<file path="src/rtl/evt_pkg.sv">
package evt_pkg;
  localparam int NKIND = 5;
  localparam int K_DBG   = 0;
  localparam int K_PROT  = 1;
  localparam int K_MISS  = 2;
  localparam int K_SCALL = 3;
  localparam int K_IRQ   = 4;

  localparam logic [2:0] C_NONE  = 3'd0;
  localparam logic [2:0] C_RESET = 3'd1;
  localparam logic [2:0] C_DBG   = 3'd2;
  localparam logic [2:0] C_PROT  = 3'd3;
  localparam logic [2:0] C_MISS  = 3'd4;
  localparam logic [2:0] C_SCALL = 3'd5;
  localparam logic [2:0] C_IRQ   = 3'd6;
  localparam logic [2:0] C_RETD  = 3'd7;
endpackage

</file>
<file path="src/rtl/evt_stage_pick.sv">
module evt_stage_pick
  import evt_pkg::*;
(
  input  logic [NKIND-1:0] flags,
  input  logic             dbg_mask,
  output logic             hit,
  output logic [2:0]       sel
);
  logic [NKIND-1:0] eff;

  always_comb begin
    eff        = flags;
    eff[K_DBG] = flags[K_DBG] & ~dbg_mask;
    hit        = |eff;
    // later assignments override earlier ones: strongest last
    sel = C_NONE;
    if (eff[K_IRQ])   sel = C_IRQ;
    if (eff[K_SCALL]) sel = C_SCALL;
    if (eff[K_MISS])  sel = C_MISS;
    if (eff[K_PROT])  sel = C_PROT;
    if (eff[K_DBG])   sel = C_DBG;
  end
endmodule

</file>
<file path="src/rtl/evt_age_arb.sv">
module evt_age_arb #(
  parameter  int NS = 3,
  localparam int SW = (NS > 1) ? $clog2(NS) : 1
) (
  input  logic [NS-1:0] hit,
  output logic          any,
  output logic [SW-1:0] win,
  output logic [NS-1:0] squash
);
  always_comb begin
    any = |hit;
    win = '0;
    // higher index is older, so the last hit found wins
    for (int i = 0; i < NS; i++) begin
      if (hit[i]) win = SW'(i);
    end
    for (int i = 0; i < NS; i++) begin
      squash[i] = any && (SW'(i) <= win);
    end
  end
endmodule

</file>
<file path="src/rtl/evt_dbg_regs.sv">
module evt_dbg_regs #(
  parameter int XLEN = 32
) (
  input  logic            clk,
  input  logic            rst,
  input  logic            wr,
  input  logic [XLEN-1:0] pc_in,
  input  logic [XLEN-1:0] sr_in,
  output logic [XLEN-1:0] ret_pc,
  output logic [XLEN-1:0] ret_sr
);
  always_ff @(posedge clk) begin
    if (rst) begin
      ret_pc <= '0;
      ret_sr <= '0;
    end else if (wr) begin
      ret_pc <= pc_in;
      ret_sr <= sr_in;
    end
  end
endmodule

</file>
<file path="src/rtl/evt_vector_unit.sv">
module evt_vector_unit
  import evt_pkg::*;
#(
  parameter int              NSTAGES   = 3,
  parameter int              XLEN      = 32,
  parameter int              AVW       = 14,
  parameter logic [XLEN-1:0] RESET_PC  = 32'h8000_0000,
  parameter logic [XLEN-1:0] OFF_DBG   = 32'h0000_001C,
  parameter logic [XLEN-1:0] OFF_PROT  = 32'h0000_0010,
  parameter logic [XLEN-1:0] OFF_MISS  = 32'h0000_0050,
  parameter logic [XLEN-1:0] OFF_SCALL = 32'h0000_0100,
  parameter logic [XLEN-1:0] SCALL_LEN = 32'h0000_0002,
  parameter int              SR_D_BIT  = 30,
  parameter int              SR_DM_BIT = 29,
  parameter int              SR_XM_BIT = 16,
  localparam int             SW        = (NSTAGES > 1) ? $clog2(NSTAGES) : 1
) (
  input  logic                     clk,
  input  logic                     rst,
  input  logic [NSTAGES*NKIND-1:0] ev_flags,
  input  logic [NSTAGES*XLEN-1:0]  stage_pc,
  input  logic [XLEN-1:0]          evba,
  input  logic [AVW-1:0]           autovec,
  input  logic [XLEN-1:0]          sr_in,
  input  logic                     retd_req,
  output logic                     redirect,
  output logic [XLEN-1:0]          target_pc,
  output logic [NSTAGES-1:0]       flush,
  output logic                     push_stack,
  output logic                     save_dbg,
  output logic [XLEN-1:0]          save_pc,
  output logic [XLEN-1:0]          save_sr,
  output logic                     sr_wr,
  output logic [XLEN-1:0]          sr_out,
  output logic [2:0]               cause
);
  logic [NSTAGES-1:0] st_hit;
  logic [2:0]         st_sel [NSTAGES];
  logic               any_c;
  logic [SW-1:0]      win_c;
  logic [NSTAGES-1:0] squash_c;
  logic [2:0]         cause_c;
  logic [XLEN-1:0]    pc_c, tgt_c, ret_c, sr_c;
  logic [XLEN-1:0]    rar, rsr;
  logic               rst_pend;
  logic               dbg_wr;

  for (genvar s = 0; s < NSTAGES; s++) begin : g_stage
    evt_stage_pick u_pick (
      .flags    (ev_flags[s*NKIND +: NKIND]),
      .dbg_mask (sr_in[SR_DM_BIT]),
      .hit      (st_hit[s]),
      .sel      (st_sel[s])
    );
  end

  evt_age_arb #(.NS(NSTAGES)) u_arb (
    .hit    (st_hit),
    .any    (any_c),
    .win    (win_c),
    .squash (squash_c)
  );

  always_comb begin
    cause_c = st_sel[win_c];
    pc_c    = stage_pc[int'(win_c)*XLEN +: XLEN];
    ret_c   = (cause_c == C_SCALL) ? pc_c + SCALL_LEN : pc_c;
    case (cause_c)
      C_DBG:   tgt_c = evba + OFF_DBG;
      C_PROT:  tgt_c = evba + OFF_PROT;
      C_MISS:  tgt_c = evba + OFF_MISS;
      C_SCALL: tgt_c = evba + OFF_SCALL;
      default: tgt_c = evba + {{(XLEN-AVW){1'b0}}, autovec};
    endcase
    if (cause_c == C_DBG) sr_c = sr_in | (XLEN'(1) << SR_D_BIT);
    else                  sr_c = sr_in | (XLEN'(1) << SR_XM_BIT);
  end

  assign dbg_wr = !rst && !rst_pend && any_c && (cause_c == C_DBG);

  evt_dbg_regs #(.XLEN(XLEN)) u_dbg (
    .clk    (clk),
    .rst    (rst),
    .wr     (dbg_wr),
    .pc_in  (ret_c),
    .sr_in  (sr_in),
    .ret_pc (rar),
    .ret_sr (rsr)
  );

  always_ff @(posedge clk) begin
    if (rst) begin
      rst_pend   <= 1'b1;
      redirect   <= 1'b0;
      target_pc  <= '0;
      flush      <= '0;
      push_stack <= 1'b0;
      save_dbg   <= 1'b0;
      save_pc    <= '0;
      save_sr    <= '0;
      sr_wr      <= 1'b0;
      sr_out     <= '0;
      cause      <= C_NONE;
    end else begin
      redirect   <= 1'b0;
      target_pc  <= '0;
      flush      <= '0;
      push_stack <= 1'b0;
      save_dbg   <= 1'b0;
      save_pc    <= '0;
      save_sr    <= '0;
      sr_wr      <= 1'b0;
      sr_out     <= '0;
      cause      <= C_NONE;
      if (rst_pend) begin
        rst_pend  <= 1'b0;
        redirect  <= 1'b1;
        target_pc <= RESET_PC;
        flush     <= '1;
        cause     <= C_RESET;
      end else if (any_c) begin
        redirect   <= 1'b1;
        target_pc  <= tgt_c;
        flush      <= squash_c;
        cause      <= cause_c;
        save_pc    <= ret_c;
        save_sr    <= sr_in;
        sr_out     <= sr_c;
        sr_wr      <= 1'b1;
        push_stack <= (cause_c == C_SCALL);
        save_dbg   <= (cause_c == C_DBG);
      end else if (retd_req) begin
        redirect  <= 1'b1;
        target_pc <= rar;
        sr_out    <= rsr;
        sr_wr     <= 1'b1;
        flush     <= '1;
        cause     <= C_RETD;
      end
    end
  end
endmodule

</file>
<file path="config.mk">
export PLATFORM = sky130hd
export DESIGN_NAME = evt_vector_unit
export DESIGN_NICKNAME = d
export VERILOG_FILES = /design/src/rtl/evt_pkg.sv /design/src/rtl/evt_stage_pick.sv /design/src/rtl/evt_age_arb.sv /design/src/rtl/evt_dbg_regs.sv /design/src/rtl/evt_vector_unit.sv
export SDC_FILE = /design/constraint.sdc
export NUM_CORES = 1
export LEC_CHECK = 0
export BUFFER_PORTS_ARGS = -buffer_cell sky130_fd_sc_hd__buf_2
export CAP_MARGIN = 10
export CORE_ASPECT_RATIO = 1.2
export CORE_UTILIZATION = 30
export CTS_CLUSTER_SIZE = 14
export DETAILED_ROUTE_END_ITERATION = 8
export SYNTH_ARGS = -nofsm -noshare
export SYNTH_HDL_FRONTEND = slang
export SYNTH_SLANG_ARGS = --single-unit
</file>
<file path="constraint.sdc">
create_clock -name clk -period 3 [get_ports clk]
set_input_delay 0.15 -clock clk [delete_from_list [all_inputs] [get_ports clk]]
set_output_delay 0.15 -clock clk [all_outputs]
set_load 0.005 [all_outputs]
</file>
* Word level (Yosys, flattened, before mapping) *
Index checks and enable logic that the tools add are counted.
Widths: inputs -> output; s select.

word-level totals
  register bits after elaboration = 203
  input port bits = 192
  output and inout bits = 138
  word-level logic and storage cells = 86

cells by class
  $add $sub $neg = 6
  magnitude comparators = 4
  eq/ne operators = 4
  shift-type cells = 1
  multiplexer cells = 37
  bitwise operators = 6
  reductions and logical operators = 13

operators with widths
  operator               number
  $mux 32                6
  $pmux 32 s4            1
  $shiftx 96x8->32       1
  $add 32x5->32 const B  2
  $mux 3                 21
  $add 32x14->32         1
  $add 32x2->32 const B  1
  $add 32x7->32 const B  1
  $add 32x9->32 const B  1
  $mux 31                1
  $reduce_or 15->1       1
  $reduce_or 5->1        2
  $bmux 3 s2             1
  $eq 3x2->1 const B     2
  $eq 3x3->1 const B     2
  $logic_and 1x1->1      6
  $mux 1                 6
  $le 1x2->1 const A     2
  $and 1x1->1            3
  $ge 3x3->1 const B     1
  $not 2->3              1
  $reduce_or 3->1        1
  $le 2x2->1 const A     1
  $logic_not 1->1        2
  other kinds (3)        4

* Depth between registers and ports, before layout *
Gate-level depths: netlist of run 1.

  word-level depth = 13
  depth in mapped cells = 16
  mapped depth without buffers = 14

* Hierarchy *
Synthesis of run 1 repeated with hierarchy kept, for this count alone.

unflattened totals
  cell total of the unflattened synthesis = 1171
  area, all modules = 10679.0 um^2

by module, submodules not included
  module           times used  cells each  area each (um^2)  seq. area each (um^2)
  evt_vector_unit  1           932         8175.3            2782.7
  evt_dbg_regs     1           206         2290.9            1281.2
  evt_stage_pick   3           9           57.6              0.0
  evt_age_arb      1           6           40.0              0.0

* Worst setup path after synthesis of run 1 *
OpenSTA, ideal clock, no wires.

  kind = input -> register
  start = in ev_flags[0]
  end = reg target_pc[27]
  setup time = 0.125 ns
  arrival time = 3.198 ns
  required time = 2.875 ns
  setup slack = -0.323 ns
  stages = 14
  path buffers = 2
  cell sequence = nor2b_1 -> o41a_1 -> o41ai_2 -> nand2_2 -> clkbuf_1 -> a21oi_1 -> ha_1 -> a31oi_1 -> nor2b_1 -> clkbuf_1 -> a221oi_1 -> o31ai_1 -> a32oi_1 -> o21ai_0

between the ends
  cells in the longest elaborated chain, start to end = 8
  elaborated cells between the ends (all ways) = 12
  those cells by class = eq/ne: 4; mux: 6; bitwise: 1; reduce/logical: 1

RTL lines
  what                                             line                    RTL
  start, declared                                  evt_vector_unit.sv:20   input logic [NSTAGES*NKIND-1:0] ev_flags,
  $and 1x1->1 (*)                                  evt_stage_pick.sv:13    eff[K_DBG] = flags[K_DBG] & ~dbg_mask;
  $mux 3                                           evt_stage_pick.sv:21    if (eff[K_DBG]) sel = C_DBG;
  $bmux 3 s2                                       evt_vector_unit.sv:65   cause_c = st_sel[win_c];
  $mux 3 (not written as such) (2 in a row)        evt_vector_unit.sv:65
  $eq 3x3->1 / $eq 3x2->1 (equally long branches)  evt_vector_unit.sv:68   case (cause_c)
  $pmux 32 s4                                      evt_vector_unit.sv:68
  $mux 32 (*)                                      evt_vector_unit.sv:121  end else if (any_c) begin
  end signal, assigned                             evt_vector_unit.sv:123  target_pc <= tgt_c;
  end signal, assigned                             evt_vector_unit.sv:134  target_pc <= rar;
  end, declared                                    evt_vector_unit.sv:27   output logic [XLEN-1:0] target_pc,

Every way passes the cells marked *; elsewhere a longest branch is shown, timed or not. The select of a mux whose other input is x is not followed.
A chain may end at the register's enable or synchronous reset.

* Worst setup path in the final report of run 1 *
  start = in ev_flags[0]
  end = reg target_pc[28]

Same word-level chain as after synthesis.

==> results by group, run 1 <==
Drt
  • Vias per cell: 5.22
  • Antenna Nets Post-Route: 0
  • DR vias: 11,300
  • Residual DRC count: 0
  • Pre-antenna DRT Iters: 6
  • Drt wl/cell: 19.3 µm
  • DRT Wirelength: 41,700 µm
  • Initial DRC count: 713

Synth
  • Mean area per synthesized cell: 8.25 µm²
  • Post-synthesis compound-gate area fraction: 25.4%
  • Largest family of logic cells by synthesized area: compound AO/OA/AOI/OAI gates
  • Synth unique cells: 79
  • Synth Area in Adders: 2.71%
  • Top cell type's share of synthesized area: 39.1%
  • Register area share after synthesis: 39.1%
  • Synth top area cells: dfxtp_1, nand2_1, a21oi_1
  • Post-Syn Area: 10,300 µm²
  • Yosys reg bits: 202
  • Top FF cell, synth: dfxtp_1
  • Post-synth top area cell: dfxtp_1
  • XOR/XNOR Fraction of Synth Area: 5.85%
  • Mapped Cells: 1,252
  • Most common cell in the netlist: dfxtp_1
  • Net count after synthesis: 1,465
  • Post-synth EDFFs: 0
  • Post-synth top cells: dfxtp_1, nand2_1, nor2_1, a21oi_1, clkbuf_1
  • Yosys synthesis warning count: 0
  • Synth Area in Simple Gates: 21.9%
  • Asr flop ratio synth: 0%
  • Multiplexer area fraction after synthesis: 0.400%

Power and ir drop
  • Clk pwr share: 40.4%
  • Seq pwr share: 40.1%
  • Leakage: 6.61 nW
  • PD cells: 494 nW/µm²
  • Gate power share: 19.4%
  • Internal: 5.09 mW
  • Worst VDD drop: 367 µV
  • Sw Share: 28.7%
  • Power, Total: 7.14 mW
  • Sw Pwr: 2.05 mW

Worst setup path
  • Critical path endpoint category: flop
  • Data required, critical path: 3.41 ns
  • Worst path arrival time: 3.23 ns
  • Worst-path maximum fanout: 8
  • Critical path class: input port to flop
  • Startpoint types: input port

Timing
  • Final setup vio count: 0
  • Hold_ws: 0.0263 ns
  • Final Max Slew Viols: 0
  • Worst Tran Pin Value: 0.827 ns
  • Skew final: 0.0153 ns
  • Fmax: 354 MHz
  • Final hold vios: 0
  • Relative slew slack: 44.9%
  • RSZ-0062 raised after global routing: no
  • Period utilization: 94.1%
  • Tmin final: 2.82 ns

Floorplan
  • Die H: 205 µm
  • Io pins: 330
  • Core Rows: 74
  • Initial core utilization: 30.4%
  • Die W: 171 µm
  • Core area: 34,000 µm²
  • Die area: 35,200 µm²

Job
  • Max cap viols: 0

Place
  • Cell Area, Placed: 13,400 µm²
  • Placer Congestion: 0.966
  • Port Buffers: 329
  • DP HPWL: 32,000 µm
  • Placed cell count: 2,087

Global route
  • Total GRT Usage: 22.6%
  • First-pass GRT wire length: 61,200 µm
  • Initial antenna violation count: 1
  • Vias in the first global route: 10,800
  • Overflow after GRT: 0
  • Largest net degree at the start of global routing: 73

Clock network
  • CTS Sinks: 202
  • Clk_lat worst skew: 0.54 ns
  • CTS tree: done
  • CTS root buffer: clkbuf_16
  • Post-CTS sizing: 0
  • TritonCTS Buffers: 23
  • Htree depth: 1
  • CTS Hold Buffers Added: 33
  • Max clock buf depth: 3
  • Post-CTS setup buffer count: 0
  • CTS clk-pin slew, worst paths: 0.06 ns

Hold path
  • HP Class: input port to flop

Final layout
  • Area growth syn-to-layout: 40.1%
  • Final net count: 1,902
  • Layout cells sized above 1: 32.7%
  • Non-filler instance count after layout: 2,161
  • Post-route cell area: 14,500 µm²
  • Fillers: 3,473
  • Core Util, Final: 42.6%

Outcome
  • Status: completed
==> registers in the layout, summed over array words and instances (netlist names) <==
| name | cells |
|---|---|
| save_pc | 32 |
| save_sr | 32 |
| sr_out | 32 |
| target_pc | 32 |
| u_dbg.ret_pc | 32 |
| u_dbg.ret_sr | 32 |
| cause | 3 |
| flush | 2 |
| push_stack | 1 |
| redirect | 1 |
| rst_pend | 1 |
| save_dbg | 1 |
| sr_wr | 1 |
==> cells by family (layout without fill, tap and decap cells) <==
kind of cell,after synthesis,count (layout)
flops,202,202
buf+inv,112,564
compound gates,388,388
simple gates,455,455
mux,4,4
xor+xnor,69,69
other cells,0,1
fa+ha+maj,22,22
==> area by class of cell <==
| class | instances | area, µm² | area share [%] |
|---|---|---|---|
| Multi-Input combinational cell | 938 | 5860 | 40.5 |
| Clock buffer | 27 | 621 | 4.29 |
| Inverter | 21 | 80.1 | 0.553 |
| Antenna cell | 1 | 2.50 | 0.0173 |
| Clock inverter | 13 | 154 | 1.06 |
| Sequential cell | 202 | 4040 | 27.9 |
| Timing Repair Buffer | 503 | 3140 | 21.7 |
| Tap cell | 456 | 571 | 3.94 |
==> per-layer routing <==
metal,wire length (µm),part of all wire (%),global-route usage (%)
met1,16700,40,26.4
met4,1680,4.0,9.60
met2,20600,49,40.4
met5,0,0,0
met3,2650,6.3,3.67
==> power groups by stage <==
stage	clock network (mW)	registers [mW]	logic (mW)
2_1_floorplan	0	2.92	0.667
3_3_place_gp	0	2.93	1.33
3_5_place_dp	0	2.93	1.34
4_1_cts	2.94	2.87	1.38
5_1_grt	3.06	2.88	1.50
6_report	2.89	2.87	1.39
==> path summary, 6_finish.rpt <==
check / slack, ns / from / endpoint / cells after the start
hold / removal: 0.03 / evba[17] / target_pc[17] / 3
setup reg to reg: 1.07 / rst_pend / target_pc[21] / 6
setup / recovery: 0.18 / ev_flags[0] / target_pc[28] / 16
hold reg to reg: 0.44 / u_dbg.ret_sr[29] / sr_out[29] / 1
==> placed cells by master, fill, tap and decap left out, types with 7 or more instances in the layout <==
cell	synthesis	layout
a211oi_1	33	33
a21o_1	37	37
a21oi_1	100	99
a31oi_1	47	46
and2_1	7	7
and3_1	48	47
buf_12	0	8
buf_2	14	329
buf_4	3	133
clkbuf_16	0	23
dfxtp_1	202	202
dlygate4sd3_1	0	33
ha_1	20	20
inv_1	18	18
nand2_1	151	147
nand3_1	24	24
nand4_1	33	33
nor2_1	124	122
nor2b_1	9	8
nor3_1	15	15
o211ai_1	7	7
o21a_1	8	8
o21ai_0	49	47
o221ai_1	7	7
o31ai_1	21	21
xnor2_1	37	37
xor2_1	32	32
==> through the flow <==
stage | TNS, ns | setup WS [ns]
CTS | 0 | 0.236
detailed placement | -3.83 | -0.321
global route | 0 | 0.0542
finish | 0 | 0.177
floorplan | -0.352 | -0.0840
global placement | -2.41 | -0.300
==> worst max-delay path, cell delays in order <==
cell      delay [ns]
buf_2           0.10
nor2b_4         0.12
o41a_1          0.45
o41ai_2         0.38
buf_4           0.18
nand2_2         0.06
a21oi_2         0.16
ha_1            0.24
a21o_1          0.15
and2_1          0.43
buf_4           0.22
buf_4           0.10
nand2_2         0.05
xnor2_1         0.12
a221oi_1        0.23
a211oi_1        0.10
(Power assumes the default switching activity.)
==> run 2: changes to the inputs <==
--- a/config.mk
+++ b/config.mk
@@ -7,10 +7,13 @@
 export LEC_CHECK = 0
 export BUFFER_PORTS_ARGS = -buffer_cell sky130_fd_sc_hd__buf_2
 export CAP_MARGIN = 10
+export CELL_PAD_IN_SITES_DETAIL_PLACEMENT = 0
+export CELL_PAD_IN_SITES_GLOBAL_PLACEMENT = 1
 export CORE_ASPECT_RATIO = 1.2
 export CORE_UTILIZATION = 30
 export CTS_CLUSTER_SIZE = 14
 export DETAILED_ROUTE_END_ITERATION = 8
+export PLACE_DENSITY_LB_ADDON = 0.1
 export SYNTH_ARGS = -nofsm -noshare
 export SYNTH_HDL_FRONTEND = slang
 export SYNTH_SLANG_ARGS = --single-unit
==> results by group, run 2 (synthesis results as in run 1) <==
Outcome
  • Status: completed

Drt
  • Drt wl/cell: 19.0 µm (-1.5%)
  • DRT Wirelength: 41,200 µm (-1.0%)
  • Initial DRC count: 631 (-12%)
  • Residual DRC count: 0 (unchanged)
  • Pre-antenna DRT Iters: 7 (+1)
  • Antenna Nets Post-Route: 0 (unchanged)
  • Vias per cell: 5.09 (-2.4%)
  • DR vias: 11,100 (-2.0%)

Final layout
  • Layout cells sized above 1: 33.2% (+0.49 points)
  • Non-filler instance count after layout: 2,171 (+0.46%)
  • Diode count: 0 (-1)
  • Most frequent cells in the layout: buf_2, dfxtp_1, nand2_1, buf_4, nor2_1
  • Area growth syn-to-layout: 41.0%
  • Fillers: 3,524 (+1.5%)
  • Commonest non-fill, non-tap cell in the layout: buf_2
  • Final net count: 1,914 (+0.63%)
  • Core Util, Final: 42.9% (+0.28 points)

Timing
  • Setup TNS: 0 ns (unchanged)
  • Fmax: 356 MHz (+0.48%)
  • Worst Tran Pin Value: 0.855 ns (+0.0280 ns)
  • Period utilization: 93.7% (-0.45 points)
  • RSZ-0062 raised after global routing: no
  • Final hold vios: 0 (unchanged)
  • Relative slew slack: 43.0% (-1.9 points)
  • Final Max Slew Viols: 0 (unchanged)
  • Worst Slack Setup Final: 0.190 ns (+0.0135 ns)
  • Skew final: 0.0217 ns (+0.00637 ns)
  • Final setup vio count: 0 (unchanged)
  • Tmin final: 2.81 ns (-0.0135 ns)

Hold path
  • HP Class: input port to flop
  • Min-Delay Path Depth: 3 (unchanged)

Power and ir drop
  • Worst VDD drop: 418 µV (+14%)
  • PD cells: 491 nW/µm² (-0.52%)
  • Leakage: 6.67 nW (+0.96%)

Place
  • Dpl ws: -0.560 ns (-0.239 ns)
  • DP HPWL: 31,200 µm (-2.4%)
  • Port Buffers: 329 (unchanged)
  • Placer Congestion: 0.895 (-7.4%)
  • Placed cell count: 2,097 (+0.48%)

Global route
  • Vias in the first global route: 10,700 (-1.5%)
  • Initial antenna violation count: 0 (-1)
  • Largest net degree at the start of global routing: 74 (+1.4%)
  • Overflow after GRT: 0 (unchanged)
  • First-pass GRT wire length: 61,700 µm (+0.84%)
  • Total GRT Usage: 22.7% (+0.14 points)

Floorplan
  • Die area: 35,200 µm² (unchanged)
  • Initial core utilization: 30.4% (unchanged)
  • Io pins: 330 (unchanged)
  • Die H: 205 µm (unchanged)
  • Core Rows: 74 (unchanged)
  • Core area: 34,000 µm² (unchanged)
  • Die W: 171 µm (unchanged)

Clock network
  • CTS root buffer: clkbuf_16
  • CTS Sinks: 202 (unchanged)
  • TritonCTS Buffers: 23 (unchanged)
  • Post-CTS setup buffer count: 0 (unchanged)
  • Htree depth: 1 (unchanged)
  • CTS clk-pin slew, worst paths: 0.07 ns (about the same)
  • Clk_lat worst skew: 0.53 ns (about the same)
  • CTS tree: done
  • Max clock buf depth: 3 (unchanged)

Worst setup path
  • CP Depth: 16 (unchanged)
  • Critical path class: input port to flop
  • Startpoint types: input port
  • Critical path launch point: evba[0]
  • Worst path arrival time: 3.22 ns (about the same)
  • Data required, critical path: 3.41 ns (about the same)
  • Worst-path maximum fanout: 3 (-5)
  • End point of the critical path: target_pc[22]
  • Critical path endpoint category: flop
  • Worst path most repeated cell: buf_4
  • R2r endpoint: target_pc[21]
  • CP top delay family: compound AO/OA/AOI/OAI gates
  • CP max stage cell: dlygate4sd3_1
  • Worst R2R Start: rst_pend
  • R2r setup slk: 0.99 ns (-0.08 ns)
  • Buffers plus inverters on the worst setup path: 5 (+1)
  • Crit-path cells: dlygate4sd3_1 -> buf_2 -> ha_1 -> inv_1 -> fa_1 -> nor2b_2 -> o21bai_1 -> a211oi_1 -> buf_4 -> o221ai_1 -> a21oi_2 -> nand4_1 -> xor2_1 -> o2111ai_1 -> buf_4 -> a22o_1
  • Max incr delay on CP: 0.52 ns (+0.07 ns)
  • Worst R2R Path Depth: 6 (unchanged)

Job
  • Max cap viols: 0 (unchanged)
run 2: cell count changes in the layout (fill, tap and decap cells not counted), moves of 2 or more:
cell           before  now
buf_4             133  143
dlygate4sd3_1      33   35
clkinvlp_4          4    1
nor2b_1             8    6
nor2b_2             0    2
run 2: repair_timing:
action                     CTS  global route
setup endpoints to repair    2             4
hold endpoints to repair    97             0
hold buffers                35             0
gates resized for setup      1             3
pin swaps                    0             1
gates cloned                 0             0
run 2: metal layers:
metal | wire [µm] | share of wire (%) | GRT usage [%]
met3 | 2130 | 5.2 | 3.04
met1 | 17500 | 43 | 28.1
met5 | 0 | 0 | 0
met2 | 20600 | 50 | 40.7
met4 | 986 | 2.4 | 6.44
run 2: cell type report:
class | instances | area (µm²) | share of cell area, %
Inverter | 21 | 80.1 | 0.550
Tap cell | 456 | 571 | 3.92
Multi-Input combinational cell | 938 | 5880 | 40.3
Sequential cell | 202 | 4040 | 27.8
Timing Repair Buffer | 515 | 3230 | 22.2
Clock buffer | 29 | 638 | 4.38
Clock inverter | 10 | 125 | 0.859
run 2: how the worst min path moves through the flow:
stage               from               end  slack (ns)
6_report        evba[14]     target_pc[14]        0.03
5_1_grt         evba[14]     target_pc[14]        0.03
4_1_cts         evba[14]     target_pc[14]        0.01
3_5_place_dp   sr_in[20]  u_dbg.ret_sr[20]        0.41
3_3_place_gp    sr_in[3]   u_dbg.ret_sr[3]        0.40
2_1_floorplan        rst          rst_pend        0.18
run 2: worst reg2reg max path: cells and delay by family (launching register included):
family          cells  cell delay, ns
buf+inv             1            0.31
compound gates      2            0.50
flops               1            0.35
simple gates        3            0.78
run 2: metrics by stage:
step	total power, mW	instance area [µm²]	hold slack [ns]
global route	7.49	14600	0.0287
CTS	7.24	14600	0.0125
finish	7.15	14600	0.0271
floorplan	3.58	10400	0.178
detailed placement	4.29	13400	0.409
global placement	4.29	13400	0.400
run 2: power breakdown:
group / switching [mW] / internal (mW) / total, mW / leakage [nW]
logic: 0.771 / 0.631 / 1.40 / 4.64
clock network: 1.20 / 1.69 / 2.89 / 0.377
registers: 0.0566 / 2.81 / 2.87 / 1.66
total: 2.03 / 5.13 / 7.15 / 6.67
